File: src/rtl/turbo_budget_ctrl.sv
module turbo_budget_ctrl #(
  parameter int PW            = 10,
  parameter int CW            = 12,
  parameter int LIMIT         = 80,
  parameter int CEIL          = 110,
  parameter int CREDIT_MAX    = 2000,
  parameter int CREDIT_SHIFT  = 4,
  parameter int TICKS_PER_SEC = 4,
  parameter int BURST_SEC     = 25,
  parameter logic [8*PW-1:0] LVL_PWR = {10'd125, 10'd110, 10'd95, 10'd80,
                                        10'd65,  10'd50,  10'd35, 10'd20}
) (
  input  logic          clk,
  input  logic          rst_n,
  input  logic          tick,
  input  logic [PW-1:0] meas_pwr,
  input  logic          load_active,
  output logic [2:0]    lvl_req,
  output logic          over_limit
);

  localparam int BURST_TICKS = BURST_SEC * TICKS_PER_SEC;
  localparam int BW = $clog2(BURST_TICKS + 1);
  localparam int SW = ((CW > PW) ? CW : PW) + 2;

  function automatic int pwr_of(input logic [2:0] l);
    return int'(LVL_PWR[int'(l)*PW +: PW]);
  endfunction

  function automatic logic [2:0] pick(input int allow);
    logic [2:0] r;
    r = 3'd0;
    for (int i = 0; i < 8; i++)
      if (int'(LVL_PWR[i*PW +: PW]) <= allow) r = 3'(i);
    return r;
  endfunction

  localparam logic [2:0] SUS_LVL = pick(LIMIT);

  logic [CW-1:0]        credit_q, credit_d;
  logic [BW-1:0]        burst_q;
  logic signed [SW-1:0] sum;
  logic                 expired, boost;
  int                   raw_allow, allow;
  logic [2:0]           lvl_d;

  assign sum = $signed({{(SW-CW){1'b0}}, credit_q}) + $signed(SW'(LIMIT))
             - $signed({{(SW-PW){1'b0}}, meas_pwr});

  always_comb begin
    if (sum < 0)                             credit_d = '0;
    else if (sum > $signed(SW'(CREDIT_MAX))) credit_d = CW'(CREDIT_MAX);
    else                                     credit_d = sum[CW-1:0];
  end

  assign expired   = int'(burst_q) >= BURST_TICKS;
  assign boost     = load_active && (credit_q != '0) && !expired;
  assign raw_allow = LIMIT + int'(credit_q >> CREDIT_SHIFT);
  assign allow     = !boost ? LIMIT : ((raw_allow > CEIL) ? CEIL : raw_allow);
  assign lvl_d     = load_active ? pick(allow) : 3'd0;
  assign over_limit = pwr_of(lvl_req) > LIMIT;

  always_ff @(posedge clk) begin
    if (!rst_n) begin
      credit_q <= '0;
      burst_q  <= '0;
      lvl_req  <= 3'd0;
    end else if (tick) begin
      credit_q <= credit_d;
      lvl_req  <= lvl_d;
      if (!load_active)
        burst_q <= '0;
      else if (pwr_of(lvl_d) > LIMIT && !expired)
        burst_q <= burst_q + BW'(1);
    end
  end

  p_idle_level_r3: assert property (@(posedge clk) disable iff (!rst_n)
    tick && !load_active |=> lvl_req == 3'd0);

  p_zero_credit_r5: assert property (@(posedge clk) disable iff (!rst_n)
    tick && load_active && credit_q == '0 |=> lvl_req == SUS_LVL);

  p_ceiling_r7: assert property (@(posedge clk) disable iff (!rst_n)
    pwr_of(lvl_req) <= CEIL);

  p_hold_r9: assert property (@(posedge clk) disable iff (!rst_n)
    !tick |=> $stable(lvl_req) && $stable(credit_q));

  p_credit_range_r2: assert property (@(posedge clk) disable iff (!rst_n)
    int'(credit_q) <= CREDIT_MAX);

  p_burst_bound_r6: assert property (@(posedge clk) disable iff (!rst_n)
    int'(burst_q) <= BURST_TICKS);

  p_over_counted_r8: assert property (@(posedge clk) disable iff (!rst_n)
    over_limit |-> burst_q != '0);

endmodule

File: config.mk
export PLATFORM = sky130hd
export DESIGN_NAME = turbo_budget_ctrl
export DESIGN_NICKNAME = d
export VERILOG_FILES = /design/src/rtl/turbo_budget_ctrl.sv
export SDC_FILE = /design/constraint.sdc
export NUM_CORES = 1
export LEC_CHECK = 0
export ABC_AREA = 1
export CAP_MARGIN = 20
export CORE_MARGIN = 8
export CORE_UTILIZATION = 59
export CTS_CLUSTER_DIAMETER = 200
export CTS_CLUSTER_SIZE = 12
export DETAILED_ROUTE_END_ITERATION = 12
export GPL_ROUTABILITY_DRIVEN = 0
export GPL_TIMING_DRIVEN = 0
export PLACE_DENSITY_LB_ADDON = 0.3
export SLEW_MARGIN = 25
export SYNTH_ARGS = -nofsm -noshare
export SYNTH_HDL_FRONTEND = slang
export SYNTH_SLANG_ARGS = --single-unit
File: constraint.sdc
create_clock -name clk -period 3.4 [get_ports clk]
set_input_delay 0.68 -clock clk [delete_from_list [all_inputs] [get_ports clk]]
set_output_delay 0.68 -clock clk [all_outputs]
set_load 0.01 [all_outputs]
==> metrics <==
routed vias=2223; htree depth=1; Detail Route Antenna Nets=0; Max Clk Rate=~300 MHz; full die area=6277 um^2; cell family with most CP delay=simple AND/OR/NAND/NOR gates; startpoint type of the worst setup path=input pin; initial antenna violation count=0; clk buf depth=2; worst-margin pin slew=0.5967 ns; CORE AREA=3914 um^2; number of antenna repair diodes=0; Slew headroom=around three fifths; Yosys Warn Count=0; clk slew on worst S/H paths=0.08 ns; most frequent cells in the layout=51 x inv_1, 49 x nand2_1, 34 x nor2_1; hold slack=around 0.47 ns; Power Density=279.0 nW/um^2; clk sinks=22; Async SR Flop Fraction=0%; CP dominant cell by count=nand2_1; largest net degree at the start of global routing=13; worst-path cell chain=clkdlybuf4s50_1 -> inv_1 -> ha_1 -> ha_4 -> a21oi_1 -> nand2_1 -> nand2_1 -> o211ai_1 -> nand3_1 -> nand2_1 -> a21oi_1 -> nor2_1 -> nor2_1 -> xor2_1 -> nand3_1 -> inv_2 -> nand2_2 -> o32ai_2; Slowest-stage cell, CP=clkdlybuf4s50_1; First DRT Iteration DRCs=153; Setup TNS=0 ns; DRC errors left=0; status=complete, no violations; top cell type's share of synthesized area=about 20%; Mapped Area=2359 um^2; Critical Path RT=3.56 ns; Final Setup Violations=0; post-DP HPWL=3850 um; CP max FO=5; syn nets=395; CP bufs+invs=3; fraction of layout cells with a size suffix above 1=21.83%; DR vias/cell=5.280; Seq/Total Area, Yosys=18.67%; Synth Register Bits=22; Slowest Stage Delay on Critical Path=0.45 ns; ranking of synthesized cells by area=ha_1 20%, dfxtp_1 19%, inv_1 9.2%; pre-CTS WS=-0.4530 ns; vias in the first global route=1971; GRT Total Usage=15.42%; Final Cycle Share=97.36%; gr ovfl total=0; top cell type by total area after synthesis=ha_1; skew final=~0.0076 ns; final core utilization=73.56%; CTS Hold Buffers Added=0; Pre-Repair DR Iteration Count=4; crit path DAT=3.47 ns; Die W=79.23 um; static leakage=0.001438 uW; Crit Path Category=input pin to flip-flop; fill cell count=307; peak supply drop=around 0.35 mV; setup ws final=0.08980 ns; placed cell count=approximately 410; Worst Setup End Kind=flip-flop; Hold Crit Class=flip-flop to flip-flop; Primary FF master, synth=dfxtp_1; Num CTS Buffers=3; WL/cell=12.63 um; nets=425; Mean Syn Cell Area=6.896 um^2; Layout area overhead=22.07%; die height=79.23 um; commonest non-fill, non-tap cell in the layout=inv_1; Top Ports=18; input/output buffers=17; final WL=approximately 5300 um; Clock Latency Late Sink=0.26 ns; EDFF count, synth=0; Max Slew Vio Count=0; unique cell type count in the Yosys netlist=35; initial core utilization=60.26%; max capacitance violation total=0; post-route insts no fill=421; first-pass GRT wire length=8224 um; fin crit period=3.310 ns; cells after synthesis=342; std cell rows=23; CTS tree=done; root buf cell=clkbuf_8; count of final hold-check violations=0
path summary, 6_finish.rpt:
| check | cells after the start | slack, ns | endpoint | start |
|---|---|---|---|---|
| setup / recovery | 18 | 0.09 | credit_q[0] | meas_pwr[3] |
| hold / removal | 2 | 0.47 | burst_q[6] | burst_q[6] |
| setup reg to reg | 29 | 0.27 | burst_q[0] | credit_q[10] |
| hold reg to reg | 2 | 0.47 | burst_q[6] | burst_q[6] |
cell type report:
class / instances / area, um^2 / area share (%)
multi-input combinational: 250 / 1807 / 62.76
sequential: 22 / 449.2 / 15.60
inverter: 68 / 257.7 / 8.953
timing repair buffer: 25 / 240.2 / 8.344
tap: 50 / 62.56 / 2.173
clock buffer: 4 / 55.05 / 1.912
buffer: 2 / 7.507 / 0.2608
worst min-delay path: stages (launching register included):
cell and delay [ns]:
dfxtp_1 0.31, inv_1 0.05, a21oi_1 0.06
flip-flops by register name, summed over array words and instances, names as in the netlist:
signal    count
credit_q     12
burst_q       7
lvl_req       3
metrics by stage:
| stage | area, um^2 | power (uW) |
|---|---|---|
| finish | 2879 | 803.3 |
| global route | 2879 | 854.7 |
| CTS | 2660 | 760.2 |
| detailed placement | 2591 | 567.4 |
| global placement | 2591 | 561.7 |
| floorplan | 2359 | 502.1 |
power by group:
group | internal, uW | switching (uW) | total (uW)
clock | 103 | 86.6 | 190
sequential | 265 | 9.06 | 274
combinational | 140 | 199 | 339
synth_stat cells, types with 3 or more instances:
| cell | n |
|---|---|
| a21oi_1 | 23 |
| inv_2 | 8 |
| nor2_4 | 3 |
| ha_1 | 38 |
| o22ai_1 | 9 |
| nor2_2 | 5 |
| nand3_1 | 21 |
| o32ai_1 | 4 |
| xnor2_1 | 3 |
| nor2_1 | 35 |
| dfxtp_1 | 22 |
| nand2_4 | 3 |
| nor3_1 | 5 |
| nand3_2 | 4 |
| nand2_1 | 53 |
| xor2_1 | 9 |
| o21ai_0 | 6 |
| a21o_1 | 3 |
| nand2_2 | 10 |
| inv_1 | 58 |
cell families after synthesis:
logic type,after synthesis,share of synthesized area (%)
buf+inv,70,11.14
fa+ha+maj,39,21.01
compound gates,50,12.57
xor+xnor,12,4.457
flops,22,18.67
simple gates,149,32.15
routing by layer:
layer / global-route usage [%] / up-vias / part of all wire [%]
met5: 0 / - / 0
met3: 2.370 / 2 / 3.0
met4: 3.704 / 0 / 0.56
met1: 20.18 / 1020 / 46
met2: 25.72 / 38 / 51
li1: - / 1163 / -
what timing repair did:
| action | in CTS | in global routing |
|---|---|---|
| pin swaps | 0 | 20 |
| resized for setup | 3 | 40 |
| buffers inserted | 0 | 8 |
| endpoints found under the setup margin | 6 | 18 |
No activity file was read; power rests on OpenSTA's default activity.
